File: src/rtl/spi_irq_pkg.sv
package spi_irq_pkg;

    localparam int STAT_W = 7;
    localparam int ADDR_W = 3;
    localparam int NUM_LIMITS = 2;
    localparam int LIM_TX = 0;
    localparam int LIM_RX = 1;

    // Bit order is the software-visible status layout (bit 6 down to bit 0).
    typedef struct packed {
        logic tx_underflow;
        logic rx_full;
        logic rx_reached;
        logic tx_full;
        logic tx_below;
        logic mode_fail;
        logic rx_overflow;
    } irq_vec_t;

    localparam logic [STAT_W-1:0] STICKY_BITS = 7'b100_0011;

    localparam logic [ADDR_W-1:0] A_STATUS   = 3'd0;
    localparam logic [ADDR_W-1:0] A_MASK_SET = 3'd1;
    localparam logic [ADDR_W-1:0] A_MASK_CLR = 3'd2;
    localparam logic [ADDR_W-1:0] A_MASK     = 3'd3;
    localparam logic [ADDR_W-1:0] A_TX_LIMIT = 3'd4;
    localparam logic [ADDR_W-1:0] A_RX_LIMIT = 3'd5;

    typedef struct packed {
        logic                  status_rd;
        logic [STAT_W-1:0]     status_w1c;
        logic [STAT_W-1:0]     mask_set;
        logic [STAT_W-1:0]     mask_clr;
        logic [NUM_LIMITS-1:0] limit_we;
    } reg_strobe_t;

    function automatic irq_vec_t pack_events(logic underflow, logic modefail, logic overflow);
        irq_vec_t v;
        v              = '0;
        v.tx_underflow = underflow;
        v.mode_fail    = modefail;
        v.rx_overflow  = overflow;
        return v;
    endfunction

    function automatic irq_vec_t pack_levels(logic rxf, logic rxr, logic txf, logic txb);
        irq_vec_t v;
        v            = '0;
        v.rx_full    = rxf;
        v.rx_reached = rxr;
        v.tx_full    = txf;
        v.tx_below   = txb;
        return v;
    endfunction

endpackage

File: src/rtl/spi_irq_regif.sv
module spi_irq_regif
    import spi_irq_pkg::*;
#(
    parameter int CNT_W  = 7,
    parameter int DATA_W = 32
) (
    input  logic [ADDR_W-1:0] reg_addr,
    input  logic              reg_wr,
    input  logic [DATA_W-1:0] reg_wdata,
    input  logic              reg_rd,
    input  irq_vec_t          status_q,
    input  logic [STAT_W-1:0] mask_q,
    input  logic [CNT_W-1:0]  tx_limit,
    input  logic [CNT_W-1:0]  rx_limit,
    output reg_strobe_t       strobe,
    output logic [DATA_W-1:0] reg_rdata
);

    logic [STAT_W-1:0] wbits;
    assign wbits = reg_wdata[STAT_W-1:0];

    always_comb begin
        strobe            = '0;
        strobe.status_rd  = reg_rd && (reg_addr == A_STATUS);
        if (reg_wr) begin
            case (reg_addr)
                A_STATUS:   strobe.status_w1c       = wbits;
                A_MASK_SET: strobe.mask_set         = wbits;
                A_MASK_CLR: strobe.mask_clr         = wbits;
                A_TX_LIMIT: strobe.limit_we[LIM_TX] = 1'b1;
                A_RX_LIMIT: strobe.limit_we[LIM_RX] = 1'b1;
                default:    ;
            endcase
        end
    end

    always_comb begin
        reg_rdata = '0;
        if (reg_rd) begin
            case (reg_addr)
                A_STATUS:   reg_rdata[STAT_W-1:0] = status_q;
                A_MASK:     reg_rdata[STAT_W-1:0] = mask_q;
                A_TX_LIMIT: reg_rdata[CNT_W-1:0]  = tx_limit;
                A_RX_LIMIT: reg_rdata[CNT_W-1:0]  = rx_limit;
                default:    reg_rdata = '0;
            endcase
        end
    end

endmodule

File: src/rtl/spi_irq_limits.sv
module spi_irq_limits
    import spi_irq_pkg::*;
#(
    parameter int CNT_W = 7
) (
    input  logic                  clk,
    input  logic                  rst,
    input  logic [NUM_LIMITS-1:0] limit_we,
    input  logic [CNT_W-1:0]      limit_wdata,
    output logic [CNT_W-1:0]      tx_limit,
    output logic [CNT_W-1:0]      rx_limit
);

    localparam logic [CNT_W-1:0] LIMIT_RESET = CNT_W'(1);

    logic [NUM_LIMITS-1:0][CNT_W-1:0] lim_q;

    always_ff @(posedge clk) begin
        if (rst) begin
            for (int i = 0; i < NUM_LIMITS; i++) lim_q[i] <= LIMIT_RESET;
        end else begin
            for (int i = 0; i < NUM_LIMITS; i++) begin
                if (limit_we[i]) lim_q[i] <= limit_wdata;
            end
        end
    end

    assign tx_limit = lim_q[LIM_TX];
    assign rx_limit = lim_q[LIM_RX];

endmodule

File: src/rtl/spi_irq_mask_reg.sv
module spi_irq_mask_reg
    import spi_irq_pkg::*;
(
    input  logic              clk,
    input  logic              rst,
    input  logic [STAT_W-1:0] mask_set,
    input  logic [STAT_W-1:0] mask_clr,
    output logic [STAT_W-1:0] mask_q
);

    always_ff @(posedge clk) begin
        if (rst) mask_q <= '0;
        else     mask_q <= (mask_q & ~mask_clr) | mask_set;
    end

endmodule

File: src/rtl/spi_irq_status_core.sv
module spi_irq_status_core
    import spi_irq_pkg::*;
#(
    parameter int CNT_W = 7
) (
    input  logic              clk,
    input  logic              rst,
    input  logic [CNT_W-1:0]  tx_count,
    input  logic [CNT_W-1:0]  rx_count,
    input  logic              tx_full,
    input  logic              rx_full,
    input  logic              ev_tx_underflow,
    input  logic              ev_rx_overflow,
    input  logic              ev_mode_fail,
    input  logic              linear_mode,
    input  logic [CNT_W-1:0]  tx_limit,
    input  logic [CNT_W-1:0]  rx_limit,
    input  logic [STAT_W-1:0] clr_vec,
    output irq_vec_t          status_q
);

    irq_vec_t          levels;
    irq_vec_t          events;
    logic [STAT_W-1:0] kept;
    logic [STAT_W-1:0] status_d;

    always_comb begin
        levels = pack_levels(rx_full, rx_count >= rx_limit, tx_full, tx_count < tx_limit);
        events = pack_events(ev_tx_underflow, ev_mode_fail, ev_rx_overflow);
        kept   = status_q & STICKY_BITS & ~clr_vec;
        // Events are ORed after the clear so a coinciding pulse is kept.
        if (linear_mode) status_d = status_q;
        else             status_d = kept | events | (levels & ~clr_vec);
    end

    always_ff @(posedge clk) begin
        if (rst) status_q <= '0;
        else     status_q <= irq_vec_t'(status_d);
    end

endmodule

File: src/rtl/spi_irq_status.sv
module spi_irq_status
    import spi_irq_pkg::*;
#(
    parameter int CNT_W  = 7,
    parameter int DATA_W = 32
) (
    input  logic              clk,
    input  logic              rst,
    input  logic [CNT_W-1:0]  tx_count,
    input  logic [CNT_W-1:0]  rx_count,
    input  logic              tx_full,
    input  logic              rx_full,
    input  logic              ev_tx_underflow,
    input  logic              ev_rx_overflow,
    input  logic              ev_mode_fail,
    input  logic              linear_mode,
    input  logic [2:0]        reg_addr,
    input  logic              reg_wr,
    input  logic [DATA_W-1:0] reg_wdata,
    input  logic              reg_rd,
    output logic [DATA_W-1:0] reg_rdata,
    output logic              irq
);

    reg_strobe_t       strobe;
    irq_vec_t          status_q;
    logic [STAT_W-1:0] mask_q;
    logic [STAT_W-1:0] clr_vec;
    logic [CNT_W-1:0]  tx_limit;
    logic [CNT_W-1:0]  rx_limit;

    spi_irq_regif #(.CNT_W(CNT_W), .DATA_W(DATA_W)) u_regif (
        .reg_addr (reg_addr),
        .reg_wr   (reg_wr),
        .reg_wdata(reg_wdata),
        .reg_rd   (reg_rd),
        .status_q (status_q),
        .mask_q   (mask_q),
        .tx_limit (tx_limit),
        .rx_limit (rx_limit),
        .strobe   (strobe),
        .reg_rdata(reg_rdata)
    );

    spi_irq_limits #(.CNT_W(CNT_W)) u_limits (
        .clk        (clk),
        .rst        (rst),
        .limit_we   (strobe.limit_we),
        .limit_wdata(reg_wdata[CNT_W-1:0]),
        .tx_limit   (tx_limit),
        .rx_limit   (rx_limit)
    );

    spi_irq_mask_reg u_mask (
        .clk     (clk),
        .rst     (rst),
        .mask_set(strobe.mask_set),
        .mask_clr(strobe.mask_clr),
        .mask_q  (mask_q)
    );

    assign clr_vec = strobe.status_rd ? {STAT_W{1'b1}} : strobe.status_w1c;

    spi_irq_status_core #(.CNT_W(CNT_W)) u_core (
        .clk            (clk),
        .rst            (rst),
        .tx_count       (tx_count),
        .rx_count       (rx_count),
        .tx_full        (tx_full),
        .rx_full        (rx_full),
        .ev_tx_underflow(ev_tx_underflow),
        .ev_rx_overflow (ev_rx_overflow),
        .ev_mode_fail   (ev_mode_fail),
        .linear_mode    (linear_mode),
        .tx_limit       (tx_limit),
        .rx_limit       (rx_limit),
        .clr_vec        (clr_vec),
        .status_q       (status_q)
    );

    always_ff @(posedge clk) begin
        if (rst) irq <= 1'b0;
        else     irq <= |(mask_q & status_q);
    end

endmodule

File: config.mk
export PLATFORM = sky130hd
export DESIGN_NAME = spi_irq_status
export DESIGN_NICKNAME = d
export VERILOG_FILES = /design/src/rtl/spi_irq_pkg.sv /design/src/rtl/spi_irq_regif.sv /design/src/rtl/spi_irq_limits.sv /design/src/rtl/spi_irq_mask_reg.sv /design/src/rtl/spi_irq_status_core.sv /design/src/rtl/spi_irq_status.sv
export SDC_FILE = /design/constraint.sdc
export NUM_CORES = 1
export LEC_CHECK = 0
export BUFFER_PORTS_ARGS = -buffer_cell sky130_fd_sc_hd__buf_2
export CAP_MARGIN = 30
export CORE_UTILIZATION = 47
export CTS_CLUSTER_SIZE = 24
export DETAILED_ROUTE_END_ITERATION = 12
export PLACE_DENSITY = 0.91
export SYNTH_ARGS = -nofsm -noshare
export SYNTH_HDL_FRONTEND = slang
export SYNTH_SLANG_ARGS = --single-unit
File: constraint.sdc
create_clock -name clk -period 1.6 [get_ports clk]
set_input_delay 0.08 -clock clk [delete_from_list [all_inputs] [get_ports clk]]
set_output_delay 0.08 -clock clk [all_outputs]
set_load 0.1 [all_outputs]
# Word level (Yosys, flattened, before mapping)

Index checks and enable logic that the tools add are counted.

Register bits after elaboration: 29
Input bits: 59
Output and inout port bits: 33
Word-level logic and storage cells: 39

Order comparisons: 2
Equality and inequality tests: 5
Muxes and demuxes: 9
Bitwise logic cells: 9
Reduce and logical (&&, ||, !) cells: 3

Operator list:

| operator                                                        | number |
|---|---|
| 7-bit two-way mux                                               | 5 |
| 7-bit case mux with 4 select lines                              | 1 |
| 23-bit two-way mux                                              | 1 |
| 7-bit bitwise AND                                               | 3 |
| 7-bit bitwise OR                                                | 3 |
| 7-bit NOT                                                       | 2 |
| 6-bit by 7-bit bitwise AND with 7-bit output                    | 1 |
| 7-bit greater-or-equal comparator                               | 1 |
| 7-bit < comparator                                              | 1 |
| 7-bit OR reduction                                              | 1 |
| 3-bit by 2-bit == test with 1-bit output, second input constant | 2 |
| 3-bit == test, second input constant                            | 2 |
| 3-bit by 1-bit == test with 1-bit output, second input constant | 1 |
| 3-bit logical NOT                                               | 1 |
| 1-bit two-way mux                                               | 2 |
| 1-bit logical AND                                               | 1 |

# Depth between registers and ports, before layout

Depth in word-level cells: 8
Mapped depth: 7
Mapped depth without buffers: 7

# Cells and area by module

Synthesis repeated with hierarchy kept, for this count alone.

Cell total of the unflattened synthesis: 252
Area, all modules: 2093.3 um2

By module, submodules not included:

| module              | instances | cells an instance | area an instance (um2) | seq. area each (um2) |
|---|---|---|---|---|
| spi_irq_regif       | 1         | 92                | 598.1                  | 0.0 |
| spi_irq_status_core | 1         | 75                | 594.3                  | 140.1 |
| spi_irq_limits      | 1         | 45                | 508.0                  | 280.3 |
| spi_irq_mask_reg    | 1         | 28                | 297.8                  | 140.1 |
| spi_irq_status      | 1         | 12                | 95.1                   | 20.0 |

# Worst setup path before layout

Ideal clock, no wire load.

Kind: input-to-output
Start: input port reg_addr[0]
End: output port reg_rdata[5]
Data arrival time: 1.990 ns
Setup slack: -0.470 ns
Cell stages on the path: 5
Buffers on the path: 1
Path through: buf_6 nor2_2 a22oi_1 o22a_1 nor2_1

Cells in the longest elaborated chain, start to end: 3
Elaborated cells between the ends (all ways): 6
Classes of those cells: eq/ne (3); mux (2); reduce/logical (1)

RTL lines:

| what                                   | RTL line             | RTL |
|---|---|---|
| start, declared                        | spi_irq_status.sv:17 | `input logic [2:0] reg_addr,` |
| 3-bit == test (tied with other cells)  | spi_irq_regif.sv:40  | `case (reg_addr)` |
| 7-bit case mux with 4 select lines (*) | spi_irq_regif.sv:40  |  |
| 7-bit two-way mux (*)                  | spi_irq_regif.sv:39  | `if (reg_rd) begin` |
| end, declared                          | spi_irq_status.sv:21 | `output logic [DATA_W-1:0] reg_rdata,` |

Mark *: on every way between the ends. The rest lies on a longest branch, timed or not.

# Worst setup path after layout

Start: register, netlist name u_core.status_q[4]
End: output port reg_rdata[4]

Cells in the longest elaborated chain, start to end: 2

RTL lines:

| what                               | RTL line |
|---|---|
| 7-bit case mux with 4 select lines | spi_irq_regif.sv:40 |
| 7-bit two-way mux                  | spi_irq_regif.sv:39 |

Every way passes these cells.

==> impl_metrics.yaml <==
synthesis:
  syn_avg_cell_area_um2: 7.67
  syn_inst: 261
  synthTopCellsByArea: "dfxtp_1, buf_4, a21oi_1, ha_1, nand2_1"
  synth_most_common_cell: "nand2_1"
  yosys_warnings: 0
  async_flop_share: 0
  synth_edf_count: 0
  synth_common_cells: "nand2_1, a21oi_1, dfxtp_1"
  yosys.area.top_type: "dfxtp_1"
  synth_ff_type: "dfxtp_1"
  ys_ff_latch: 29
  synth_cell_types: 38
  syn_area_um2: 2000
  synth_top_area_share: 0.290
  seq_area_frac_synth: 0.290
critical_path:
  reg2reg_to: "u_core.status_q[4]$_SDFFE_PP0N_"
  reg2reg_from: "u_limits.rx_limit[5]$_SDFFE_PP0P_"
  cp-startpoint: "u_core.status_q[4]$_SDFFE_PP0N_"
  required_ps: 1520
  arrival_ps: 1430
  worst-path-stages: 4
  cp-end-kind: "output port"
  crit_type: "register to output port"
  critical_path.startpoint_type: "register"
  worst-path-max-fanout: 4
  r2r_cells: 6
  critical-path-top-delay-family: "flip-flops"
  r2r_slack_ps: 110
  path_cells: "a22oi_1 > o22a_1 > nor2_2 > buf_12"
  max_stage_delay_ps: 430
  slowest_stage: "dfxtp_1"
  crit_buf_inv: 1
floorplan:
  coreArea_um2: 4060
  die_area_um2: 4520
  rows: 23
  start_util: 0.493
  die_y_um: 67.3
  die_x_um: 67.3
  ios: 92
timing:
  rsz0062_at_grt: "false"
  period_minus_slack_ps: 1510
  final-max-slew-violation-count: 0
  timing.hold.ws_ps: 51.6
  fin_crit_sh: 0.945
  finClkSkew_ps: 2.97
  setup_viol: 0
  fmax_mhz: 661
  hold_violations: 0
  worst_slack_ps: 87.8
global_route:
  grt_max_degree: 26
  antenna_found_initial: 0
  grt_pass1_wl_um: 8400
  grt_pass1_vias: 1748
  grt_util_all_layers: 0.249
  grt-ovfl-total: 0
pwr:
  powerDensity_nw_per_um2: 850
  peakVddDrop_mv: 0.321
  leakagePower_nw: 0.953
  total_power_mw: 2.00
cells_and_area:
  antenna_cells: 0
  finalInstanceArea_um2: 2350
  utilization: 0.580
  area_growth_pct: 17.6
  drive_gt1_frac: 0.227
  nets: 370
detailed_routing:
  dr.first_iter.drc_count: 179
  avgRoutedWirePerCell_um: 14.4
  vias: 1913
  drcViolationCount: 0
  finalWirelength_um: 5020
  via_per_inst: 5.48
  first_pass_iters: 5
  drtAntennaViolNets: 0
clocking:
  root_buffer: "clkbuf_8"
  clockBufferDepth: 2
  htree_levels: 2
  path_clk_slew_ps: 60
  cts_inserted_buffers: 5
  ctsHoldBuffers: 0
  cts_resized: 0
  cts_tree: "yes"
  clk_latency_ps: 280
  cts_setup_buffers: 0
  clock_sinks: 29
outcome:
  status: "finished clean"
worst_hold_path:
  holdPathEnd: "u_core.status_q[6]$_SDFFE_PP0N_"
  min_from: "ev_tx_underflow"
  whs_path_depth: 3
  hp-class: "input pin to register"
place:
  gp_congestion: 0.887
  pre_cts_slack_ps: 101
  dpl_cell_area_um2: 2240
  dp.final_hpwl_um: 3820
  port_buffers: 41
flow_run:
  drv_cap: 0
==> layer usage <==
| metal | wire, um | global-route usage | vias up |
|---|---|---|---|
| met1 | 2140 | 0.323 | 856 |
| met5 | 0 | 0 | - |
| met3 | 424 | 0.0557 | 9 |
| li1 | - | - | 936 |
| met2 | 2360 | 0.400 | 112 |
| met4 | 89 | 0.0957 | 0 |
==> through the flow <==
stage               std cells  TNS (ps)
floorplan                 285      -716
global placement          341         0
detailed placement        341         0
CTS                       349         0
global route              349         0
finish                    349         0
==> report_power, final <==
group | switching, mW | internal (mW) | leakage [nW]
registers | 0.0220 | 0.746 | 0.236
logic | 0.434 | 0.124 | 0.663
clock network | 0.287 | 0.388 | 0.0542
==> placed cells by master, fill, tap and decap left out, types with 2 or more instances in the layout <==
| master | instances |
|---|---|
| dfxtp_1 | 28 |
| nand2_1 | 38 |
| and3_1 | 2 |
| nor2_2 | 8 |
| nand2b_1 | 6 |
| a21o_1 | 2 |
| nand3_1 | 11 |
| buf_2 | 34 |
| o21ai_1 | 3 |
| mux2i_1 | 7 |
| buf_12 | 7 |
| a22oi_1 | 9 |
| clkbuf_8 | 7 |
| o22a_1 | 7 |
| ha_1 | 13 |
| inv_1 | 13 |
| o41ai_1 | 3 |
| a21oi_1 | 35 |
| nand3b_1 | 3 |
| nor2_1 | 7 |
| o21ai_0 | 8 |
| conb_1 | 25 |
| buf_4 | 6 |
==> cell families after synthesis <==
kind of cell | after synthesis | synth area share
AO/OA/AOI/OAI | 74 | 0.228
adder cells (fa/ha/maj) | 13 | 0.0813
buffers and inverters | 54 | 0.168
flip-flops | 29 | 0.290
multiplexers | 7 | 0.0350
other | 1 | 0.00187
AND/OR/NAND/NOR | 83 | 0.196
==> final cells by class <==
type,count,area (um^2)
clock inverter,1,5.00
inverter,13,48.8
multi-input combinational,202,1200
fill,354,1700
clock buffer,7,96.3
tap,50,62.6
timing repair buffer,47,355
sequential,29,582
==> worst max path at each step <==
stage,endpoint,slack (ps)
3_3_place_gp,u_core.status_q[4]$_SDFFE_PP0N_,120
3_5_place_dp,u_core.status_q[4]$_SDFFE_PP0N_,100
6_report,reg_rdata[4],90
4_1_cts,u_core.status_q[4]$_SDFFE_PP0N_,90
2_1_floorplan,reg_rdata[0],-100
5_1_grt,u_core.status_q[4]$_SDFFE_PP0N_,20
==> worst min-delay path: cells and delay by family <==
| kind | cells | cell delay [ps] |
|---|---|---|
| AO/OA/AOI/OAI | 1 | 50 |
| buffers and inverters | 1 | 100 |
| AND/OR/NAND/NOR | 1 | 60 |
==> flip-flops by register name, indices dropped and copies added (netlist names) <==
signal and flops:
u_mask.mask_q 7, u_limits.tx_limit 7, u_core.status_q 7, u_limits.rx_limit 7, irq 1
Note: power is estimated with default switching activity, not from simulation.
